==> src/rtl/twophase_clkgen.sv <==
module twophase_clkgen #(
  parameter int CW = 8
) (
  input  logic          clk,
  input  logic          rst,
  input  logic          idle,
  input  logic [CW-1:0] hi_run,
  input  logic [CW-1:0] lo_run,
  input  logic [CW-1:0] hi_idle,
  input  logic [CW-1:0] lo_idle,
  output logic          osc,
  output logic          ph1,
  output logic          ph2
);
  localparam logic [CW-1:0] ONE = {{(CW-1){1'b0}}, 1'b1};

  logic [CW-1:0] cnt, cur_hi, cur_lo;
  logic          tgl;

  wire [CW-1:0] sel_hi  = idle ? hi_idle : hi_run;
  wire [CW-1:0] sel_lo  = idle ? lo_idle : lo_run;
  wire [CW-1:0] nz_hi   = (sel_hi == '0) ? ONE : sel_hi;
  wire [CW-1:0] nz_lo   = (sel_lo == '0) ? ONE : sel_lo;
  wire          hi_done = osc && (cnt == cur_hi - ONE);
  wire          lo_done = !osc && (cnt == cur_lo - ONE);

  always_ff @(posedge clk) begin
    if (rst) begin
      osc    <= 1'b1;
      cnt    <= '0;
      tgl    <= 1'b0;
      ph1    <= 1'b0;
      ph2    <= 1'b0;
      cur_hi <= nz_hi;
      cur_lo <= nz_lo;
    end else begin
      ph1 <= tgl & osc;
      ph2 <= ~tgl & osc;
      if (hi_done) begin
        osc <= 1'b0;
        cnt <= '0;
        tgl <= ~tgl;
      end else if (lo_done) begin
        osc    <= 1'b1;
        cnt    <= '0;
        cur_hi <= nz_hi;
        cur_lo <= nz_lo;
      end else begin
        cnt <= cnt + ONE;
      end
    end
  end

  p_reset_state_r1: assert property (@(posedge clk) disable iff (rst)
    $past(rst) |-> (osc && !ph1 && !ph2));

  p_no_overlap_r8: assert property (@(posedge clk) disable iff (rst)
    !(ph1 && ph2));

  p_low_quiet_r8: assert property (@(posedge clk) disable iff (rst)
    !$past(osc) |-> (!ph1 && !ph2));

  p_phase_needs_osc_r6: assert property (@(posedge clk) disable iff (rst)
    (ph1 || ph2) |-> $past(osc));

  p_toggle_on_fall_r5: assert property (@(posedge clk) disable iff (rst)
    $fell(osc) |-> (tgl != $past(tgl)));

  p_pair_hold_r4: assert property (@(posedge clk) disable iff (rst)
    !(osc && !$past(osc)) |-> ($stable(cur_hi) && $stable(cur_lo)));

  p_count_nonzero_r9: assert property (@(posedge clk) disable iff (rst)
    (cur_hi != '0) && (cur_lo != '0));
endmodule

==> config.mk <==
export PLATFORM = sky130hd
export DESIGN_NAME = twophase_clkgen
export DESIGN_NICKNAME = d
export VERILOG_FILES = /design/src/rtl/twophase_clkgen.sv
export SDC_FILE = /design/constraint.sdc
export NUM_CORES = 1
export LEC_CHECK = 0
export BUFFER_PORTS_ARGS = -buffer_cell sky130_fd_sc_hd__buf_2
export CAP_MARGIN = 20
export CORE_MARGIN = 4
export CORE_UTILIZATION = 50
export DETAILED_ROUTE_END_ITERATION = 16
export HOLD_SLACK_MARGIN = 0.02
export PLACE_DENSITY_LB_ADDON = 0.1
export SYNTH_ARGS = -nofsm -noshare
export SYNTH_HDL_FRONTEND = slang
export SYNTH_SLANG_ARGS = --single-unit
export TNS_END_PERCENT = 30
==> constraint.sdc <==
create_clock -name clk -period 2.68 [get_ports clk]
set_input_delay 0.67 -clock clk [delete_from_list [all_inputs] [get_ports clk]]
set_output_delay 0.67 -clock clk [all_outputs]
set_load 0.02 [all_outputs]
==> metrics.md <==
| Metric | Value |
|---|---|
| GR Util All Layers | 15.9% |
| Worst EP arrival | 2.43 ns |
| Status | complete, no violations |
| Worst clock skew | 0.00178 ns |
| Cells after Synth | 160 |
| Register area share after synthesis | 42.5% |
| Share of cells above drive strength 1 | 32.1% |
| Starting Density | 53.8% |
| GPL Wtd Cong | 0.764 |
| Buffers on Ports | 37 |
| Total wire length | 3240 um |
| Design area | 1940 sq um |
| Number of placed cells counting well taps | 236 |
| CTS Hold Bufs | 0 |
| Top post-synthesis cells by area | edfxtp_1 28%, dfxtp_1 14%, mux2_2 9.3% |
| CTS Buf Count | 3 |
| First-pass GRT wire length | 5470 um |
| CP max stage cell | edfxtp_1 |
| Core area | 3150 sq um |
| CTS clk-pin slew, worst paths | 0.14 ns |
| Largest net degree at the start of global routing | 19 |
| Final WS setup | 0.453 ns |
| Ys flop type | edfxtp_1 |
| Ys Warns | 0 |
| Final-report hold violation count | 0 |
| Post-synth ARST share | 0% |
| EDFF count, synth | 16 |
| CP endpoint kind | register |
| Top cell type's share of synthesized area | 28.3% |
| Placed wire-length estimate | 2550 um |
| Yosys top cell by area | edfxtp_1 |
| Critical Path RT | 2.89 ns |
| # Max-Cap Violations | 0 |
| Placed instance area | 1910 sq um |
| Pleak | 0.749 nW |
| FP Rows | 20 |
| Clock Latency Late Sink | 0.32 ns |
| Vias | 1312 |
| Finish-stage setup viols | 0 |
| Most common library cells after synthesis | 16 x edfxtp_1, 15 x xnor2_1, 14 x mux2_2 |
| Post-layout instance count excluding filler cells | 240 |
| Slew Viols, Final | 0 |
| Hold WS | 0.479 ns |
| Cell Area, Synth | 1700 sq um |
| Library cells used by synthesis | 41 |
| Number of global-route vias before repair | 1280 |
| Mapped Avg Cell Area | 10.6 sq um |
| Worst min-delay path class | reg2reg |
| Sum Neg Setup Slack | 0 ns |
| Net count after synthesis | 198 |
| Final antenna-violating net count | 0 |
| Initial antenna violation count | 0 |
| Drt wl/cell | 13.5 um |
| Die ar. | 4390 sq um |
| Final worst-path cycle share | 83.1% |
| CP max FO | 8 |
| CTS HTree Levels | 1 |
| CTS tree | done |
| Fillcell total | 266 |
| Most frequent cell after synthesis | edfxtp_1 |
| # IOs | 38 |
| Fin nets | 235 |
| Maximum clock rate | 0.449 GHz |
| CTS root buf | clkbuf_4 |
| Fin crit period | 2.23 ns |
| Gr ovfl total | 0 |
| Post-CTS sizing | 0 |
| Drt pass-1 iters | 4 |
| Diodes inserted | 0 |
| Pwr/cell area | 450 nW/um^2 |
| Post-DR vias/cell | 5.47 |
| Peak VDD IR | 0.221 mV |
| Pre-CTS WS | 0.478 ns |
| Clk buf depth | 2 |
| Area grow syn2layout | 14.3% |
| Setup bufs post-CTS | 0 |
| RSZ-0062 raised after global routing | false |
| Die X | 66.3 um |
| Synth Register Bits | 28 |
| Worst slew pin tran | 0.542 ns |
| Setup crit start kind | register |
| Clock sinks | 28 |
| Die Y | 66.3 um |
| CP peak stage delay | 0.49 ns |
| DRC Markers | 0 |
| Critical path class | reg2reg |
| Critical Path, Cell by Cell | inv_1 > ha_1 > nor3b_2 > o211ai_1 > a211oi_1 > nand4_1 > nor2_1 > nor3_1 |
| Slew HR | 63.8% |
| Drt initial violations | 75 |
-- flip-flops by register name, indices dropped and copies added (netlist names) --
signal	count
cur_hi	8
osc	1
ph1	1
ph2	1
cnt	8
cur_lo	8
tgl	1
-- through the flow --
stage,utilization (%),total power [mW]
after floorplan,-,0.651
after global placement,60.7,0.697
after detailed placement,60.7,0.705
after CTS,61.5,0.875
after global routing,61.5,0.918
final,61.5,0.872
-- cells by family after synthesis --
logic type / Yosys count / share of synthesized area, %
AND/OR/NAND/NOR: 54 / 19.1
flip-flops: 28 / 42.5
XOR/XNOR: 27 / 13.9
AO/OA/AOI/OAI: 22 / 9.22
multiplexers: 15 / 9.88
buffers and inverters: 11 / 3.17
adder cells (fa/ha/maj): 3 / 2.21
-- cells in the final DEF, fill, tap and decap left out, drive strengths merged, types with 2 or more instances in the layout --
master	synthesis	routed
xnor2	15	15
dfxtp	12	12
buf	5	39
a211oi	2	2
o211ai	2	2
inv	4	4
nand3	3	3
nand4	2	2
and3	2	2
a21oi	4	4
xor2	12	12
edfxtp	16	16
nor2b	4	4
nor2	5	5
mux2	14	14
nand2	8	8
a221o	2	2
or2	2	2
nor3	12	12
ha	3	3
nor3b	3	3
nand2b	3	3
nor4	6	6
o21bai	2	2
o21ai	4	4
clkbuf	2	4
-- routing by layer --
layer / global-route usage [%] / vias up / share of wire, %
met5: 0 / - / 0
met4: 5.58 / 0 / 1.4
met3: 3.91 / 6 / 6.9
met2: 25.7 / 58 / 45
met1: 20.7 / 590 / 47
li1: - / 658 / -
-- worst paths after layout --
check / start / endpoint / slack [ns] / cells past startpoint
setup / recovery: cur_hi[0]$_SDFFCE_PN1P_ / cnt[7]$_SDFF_PP0_ / 0.45 / 8
hold / removal: tgl$_SDFFE_PP0P_ / ph2$_SDFF_PP0_ / 0.48 / 1
setup reg to reg: cur_hi[0]$_SDFFCE_PN1P_ / cnt[7]$_SDFF_PP0_ / 0.45 / 8
hold reg to reg: tgl$_SDFFE_PP0P_ / ph2$_SDFF_PP0_ / 0.48 / 1
-- worst max-delay path, delay by kind of cell, from the launching register on --
kind,cells,cell delay (ns)
AND/OR/NAND/NOR,4,0.94
flip-flops,1,0.49
AO/OA/AOI/OAI,2,0.33
adder cells (fa/ha/maj),1,0.28
buffers and inverters,1,0.09
-- cell type report --
type	instances	area [sq um]	area share, %
clock buffer	4	26.3	1.35
sequential	28	721	37.2
multi-input combinational	121	922	47.5
tap	44	55.1	2.84
timing repair buffer	39	200	10.3
inverter	4	15.0	0.774
-- report_power, final --
group / internal, mW / leakage, nW / switching (mW)
Sequential: 0.488 / 0.254 / 0.0395
Clock: 0.0582 / 0.0150 / 0.118
Combinational: 0.0924 / 0.480 / 0.0765
Total: 0.639 / 0.749 / 0.234
Note: power is estimated with default switching activity, not from simulation.
